$ cat config.mk
export PLATFORM = sky130hd
export DESIGN_NAME = pin_ctl_decoder
export DESIGN_NICKNAME = d
export VERILOG_FILES = /design/src/rtl/pin_ctl_pkg.sv /design/src/rtl/pin_sync.sv /design/src/rtl/pin_decode.sv /design/src/rtl/out_slot.sv /design/src/rtl/pin_ctl_decoder.sv
export SDC_FILE = /design/constraint.sdc
export NUM_CORES = 1
export LEC_CHECK = 0
export ABC_CLOCK_PERIOD_IN_PS = 1400
export BUFFER_PORTS_ARGS = -buffer_cell sky130_fd_sc_hd__clkbuf_2
export CAP_MARGIN = 30
export CORE_AREA = 2 2 39 41
export DETAILED_ROUTE_END_ITERATION = 12
export DIE_AREA = 0 0 41 43
export MAX_ROUTING_LAYER = met4
export PLACE_DENSITY = 0.52
export SYNTH_ARGS = -nofsm -noshare
export SYNTH_HDL_FRONTEND = slang
export SYNTH_SLANG_ARGS = --single-unit
$ cat constraint.sdc
create_clock -name clk -period 1.4 [get_ports clk]
set_clock_uncertainty 0.15 [all_clocks]
set_input_delay 0.14 -clock clk [delete_from_list [all_inputs] [get_ports clk]]
set_output_delay 0.14 -clock clk [all_outputs]
set_load 0.01 [all_outputs]
$ cat src/rtl/pin_ctl_pkg.sv
package pin_ctl_pkg;
  typedef enum logic [1:0] {
    ST_ACT  = 2'b00,
    ST_TRI  = 2'b01,
    ST_PARK = 2'b10,
    ST_SHUT = 2'b11
  } drv_state_t;
endpackage

$ cat src/rtl/pin_sync.sv
module pin_sync #(
  parameter int STAGES = 2
) (
  input  logic clk,
  input  logic rst_n,
  input  logic async_in,
  output logic sync_out
);
  localparam int LAST = STAGES - 1;
  logic [LAST:0] chain;

  always_ff @(posedge clk or negedge rst_n) begin
    if (!rst_n) chain <= '0;
    else        chain <= {chain[LAST-1:0], async_in};
  end

  assign sync_out = chain[LAST];
endmodule

$ cat src/rtl/pin_decode.sv
module pin_decode
  import pin_ctl_pkg::*;
#(
  parameter int N_OUT = 2
) (
  input  logic                  pin_s,
  input  logic                  sh,
  input  logic                  sp,
  input  logic [N_OUT-1:0]      os,
  input  logic [N_OUT-1:0]      oe,
  output drv_state_t            tgt [N_OUT],
  output logic                  shut
);
  logic enabled;

  assign shut    = sh & pin_s;
  assign enabled = sh | (pin_s == sp);

  for (genvar i = 0; i < N_OUT; i++) begin : g_dec
    always_comb begin
      if (shut)        tgt[i] = ST_SHUT;
      else if (!os[i]) tgt[i] = ST_TRI;
      else if (!oe[i]) tgt[i] = ST_ACT;
      else             tgt[i] = enabled ? ST_ACT : ST_PARK;
    end


    always_comb begin
      tri_when_slot_off_chk: assert (shut || os[i] || tgt[i] == ST_TRI);
    end
  end


  always_comb begin
    shut_only_in_sd_mode_chk: assert (sh || !shut);
  end
endmodule

$ cat src/rtl/out_slot.sv
module out_slot
  import pin_ctl_pkg::*;
(
  input  logic       clk,
  input  logic       rst_n,
  input  drv_state_t tgt,
  input  logic       clk_lvl,
  output drv_state_t st
);
  logic prev_lvl;
  logic fell;

  assign fell = prev_lvl & ~clk_lvl;

  always_ff @(posedge clk or negedge rst_n) begin
    if (!rst_n) begin
      st       <= ST_TRI;
      prev_lvl <= 1'b0;
    end else begin
      prev_lvl <= clk_lvl;
      if (st != tgt && (st != ST_ACT || fell)) st <= tgt;
    end
  end


  active_held_until_fall_chk: assert property (@(posedge clk) disable iff (!rst_n)
    (st == ST_ACT && !fell) |=> st == ST_ACT);


  idle_moves_next_edge_chk: assert property (@(posedge clk) disable iff (!rst_n)
    (st != ST_ACT) |=> st == $past(tgt));
endmodule

$ cat src/rtl/pin_ctl_decoder.sv
module pin_ctl_decoder
  import pin_ctl_pkg::*;
#(
  parameter int N_OUT       = 2,
  parameter int SYNC_STAGES = 2
) (
  input  logic               clk,
  input  logic               rst_n,
  input  logic               ctl_pin,
  input  logic               cfg_sh,
  input  logic               cfg_sp,
  input  logic [N_OUT-1:0]   out_os,
  input  logic [N_OUT-1:0]   out_oe,
  input  logic [N_OUT-1:0]   out_clk_lvl,
  output logic [2*N_OUT-1:0] out_state,
  output logic               shutdown_req
);
  logic       pin_s;
  drv_state_t tgt [N_OUT];

  pin_sync #(.STAGES(SYNC_STAGES)) u_sync (
    .clk(clk), .rst_n(rst_n), .async_in(ctl_pin), .sync_out(pin_s)
  );

  pin_decode #(.N_OUT(N_OUT)) u_dec (
    .pin_s(pin_s), .sh(cfg_sh), .sp(cfg_sp), .os(out_os), .oe(out_oe),
    .tgt(tgt), .shut(shutdown_req)
  );

  for (genvar i = 0; i < N_OUT; i++) begin : g_slot
    drv_state_t st;
    out_slot u_slot (
      .clk(clk), .rst_n(rst_n), .tgt(tgt[i]), .clk_lvl(out_clk_lvl[i]), .st(st)
    );
    assign out_state[2*i +: 2] = st;
  end


  if (SYNC_STAGES == 2) begin : g_lat_chk
    sd_two_edge_latency_chk: assert property (@(posedge clk) disable iff (!rst_n)
      ($rose(shutdown_req) && $stable(cfg_sh)) |-> $past(ctl_pin, 2));
  end


  no_sd_in_enable_mode_chk: assert property (@(posedge clk) disable iff (!rst_n)
    !cfg_sh |-> !shutdown_req);
endmodule

==> results.sh <==
export IMPL_synthTopCellsByArea="dfrtp_1, dfstp_2, a211oi_2, a211oi_1, a21oi_1"
export IMPL_arrival_ns=0.96
export IMPL_cpPeakStageDelay_ns=0.40
export IMPL_firstDrtPassIters=2
export IMPL_overflow=0
export IMPL_clockBufferDepth=2
export IMPL_cts_buffers_inserted=3
export IMPL_hold_class="in2reg"
export IMPL_synth_edff_count=0
export IMPL_worstSkewPairLatency_ns=0.25
export IMPL_die_y_um=43
export IMPL_hold_violations=0
export IMPL_cts_root_buf="clkbuf_4"
export IMPL_clk_pin_slew_worst_paths_ns=0.06
export IMPL_dieWidth_um=41
export IMPL_worst_setup_path_type="reg2out"
export IMPL_antenna_found_initial=0
export IMPL_synth_ff_type="dfrtp_1"
export IMPL_p_seq_share_pct=48.2
export IMPL_ys_warn_count=0
export IMPL_initial_utilization_pct=21.7
export IMPL_startpoint_type="flop"
export IMPL_synthTopCellsByCount="dfrtp_1, a211oi_2"
export IMPL_pre_cts_slack_ns=0.209
export IMPL_cts_tree="built"
export IMPL_path_max_fanout=5
export IMPL_p_total_mw=0.547
export IMPL_path_depth=3
export IMPL_min_period_ns=1.25
export IMPL_rr_worst_depth=3
export IMPL_syn_area_per_cell_um2=13.1
export IMPL_dp_hpwl_um=483
export IMPL_power_density_mw_per_mm2=1090
export IMPL_drc=0
export IMPL_hold_slack_ns=0.0491
export IMPL_async_flop_share_pct=100
export IMPL_rsz0062_at_grt="no"
export IMPL_wirelength_um=649
export IMPL_grt_use_total_pct=10.5
export IMPL_finalSetupViolations=0
export IMPL_synth_top_area_cell="dfrtp_1"
export IMPL_multi_input_area_um2=86.3
export IMPL_yosysSeqAreaShare_pct=67.5
export IMPL_p_leak_nw=0.245
export IMPL_crit_path_cell_trace="nand2_2 -> inv_2 -> clkbuf_2"
export IMPL_grt_max_degree=9
export IMPL_synth_top_cell_area_share_pct=50.0
export IMPL_crit_slowest_cell="dfrtp_1"
export IMPL_finalMaxSlewViolations=0
export IMPL_synth_distinct_cells=11
export IMPL_period_share_pct=89.0
export IMPL_instances_no_fill=66
export IMPL_grt_pass1_wl_mm=1.16
export IMPL_max_cap_viol_count=0
export IMPL_antenna_cells_inserted=0
export IMPL_synth_cells=23
export IMPL_worst_pin_slew_ns=0.338
export IMPL_fill_cells=150
export IMPL_grt_pass1_vias=271
export IMPL_gp_congestion=0.657
export IMPL_core_mm2=0.00138
export IMPL_synthesis_area_um2=300
export IMPL_final_antenna_net_count=0
export IMPL_end_kind="output pin"
export IMPL_crit_family="flip-flops"
export IMPL_max_freq_ghz=0.803
export IMPL_die_area_mm2=0.00176
export IMPL_fp_row_count=14
export IMPL_ir_drop_mv=0.386
export IMPL_syn_num_nets=34
export IMPL_critical_path_required_ns=1.11
export IMPL_vias_per_cell=3.82
export IMPL_cp_num_buf_inv=2
export IMPL_dp_cells=54
export IMPL_ys_ff_latch=8
export IMPL_vias=252
export IMPL_comb_power_share_pct=16.5
export IMPL_switching_share_pct=24.9
export IMPL_area_growth_pct=67.1
export IMPL_cts_max_level=1
export IMPL_ff_latch_area_um2=203
export IMPL_avgRoutedWirePerCell_um=9.83
export IMPL_synth_most_common_cell="dfrtp_1"
export IMPL_nets=62
export IMPL_p_sw_mw=0.136
export IMPL_cts_sinks=8
export IMPL_io_buffers=15
export IMPL_max_slew_margin_pct=77.3
export IMPL_ioPinCount=16
export IMPL_worst_slack_ns=0.154
export IMPL_p_int_mw=0.411
export IMPL_finalSetupTns_ns=0
export IMPL_min_path_cells=3
export IMPL_drive_gt1_share_pct=50.0
export IMPL_status="completed"
export IMPL_power_share_clock_pct=35.3
export IMPL_post_cts_resized=0
export IMPL_drt_iter0_drc=1
## flip-flops by register name, indices dropped and copies added (netlist names)
name,count
g_slot.u_slot.prev_lvl,2
u_sync.chain,2
g_slot.u_slot.st,4
## cells in the final DEF (no fill, tap or decap)
master / n
dlygate4sd3_1: 8
a211oi_1: 2
dfrtp_1: 6
nand2_2: 1
a211oi_2: 3
inv_1: 2
clkbuf_1: 1
dfstp_2: 2
nor2_1: 1
nor2b_1: 1
clkbuf_4: 3
inv_2: 1
a21oi_1: 2
clkbuf_2: 15
nand2_1: 2
## final cells by class
type                    count  share of cell area (%)
flip-flops and latches      8                    40.4
clock buffers               4                    5.24
repair buffers             23                    30.9
inverters                   3                    2.24
well taps                  16                    3.99
multi-input cells          12                    17.2
## worst paths after layout
| check | startpoint | to | slack (ns) |
|---|---|---|---|
| min in group asynchronous | rst_n | g_slot[1].u_slot.st[1] | 0.12 |
| max | u_sync.chain[1] | shutdown_req | 0.15 |
| max in group asynchronous | rst_n | g_slot[1].u_slot.st[0] | 0.74 |
| min reg2reg | u_sync.chain[0] | u_sync.chain[1] | 0.20 |
| min | cfg_sh | g_slot[0].u_slot.st[0] | 0.05 |
| max reg2reg | u_sync.chain[1] | g_slot[1].u_slot.st[1] | 0.21 |
## power groups by stage
| stage | Combinational [mW] | Clock (mW) | Sequential, mW |
|---|---|---|---|
| 4_1_cts | 0.0916 | 0.208 | 0.264 |
| 3_5_place_dp | 0.0740 | 0 | 0.268 |
| 5_1_grt | 0.102 | 0.222 | 0.266 |
| 2_1_floorplan | 0.0295 | 0 | 0.273 |
| 6_report | 0.0902 | 0.193 | 0.264 |
| 3_3_place_gp | 0.0735 | 0 | 0.268 |
## routing by layer
layer | global-route usage (%) | vias up | share of wire [%]
met5 | - | - | 0
li1 | - | 134 | -
met3 | 4.71 | 0 | 8.5
met2 | 11.9 | 13 | 39
met4 | 6.00 | 0 | 0
met1 | 15.2 | 105 | 53
## per-stage QoR
step,utilization [%],cell area [µm²]
detailed placement,28.6,395
global placement,28.6,395
global route,36.3,502
floorplan,-,300
finish,36.3,502
CTS,36.3,502
## worst register-to-register path: stages, from the launching register on
cell	delay [ns]
dfrtp_1	0.40
nor2b_1	0.15
a211oi_2	0.30
a211oi_2	0.08
## repair_timing
action | CTS | global route
endpoints found under the hold margin | 15 | 0
setup buffers | 0 | 0
hold buffers | 8 | 0
## kinds of logic (layout without fill, tap and decap cells)
logic type / count (synthesis) / after routing / synth area share [%]
buffers and inverters: 3 / 30 / 3.75
DFF: 8 / 8 / 67.5
AOI/OAI and AO/OA: 7 / 7 / 20.8
and+or+nand+nor: 5 / 5 / 7.92
Power figures use the tool's default switching activity.
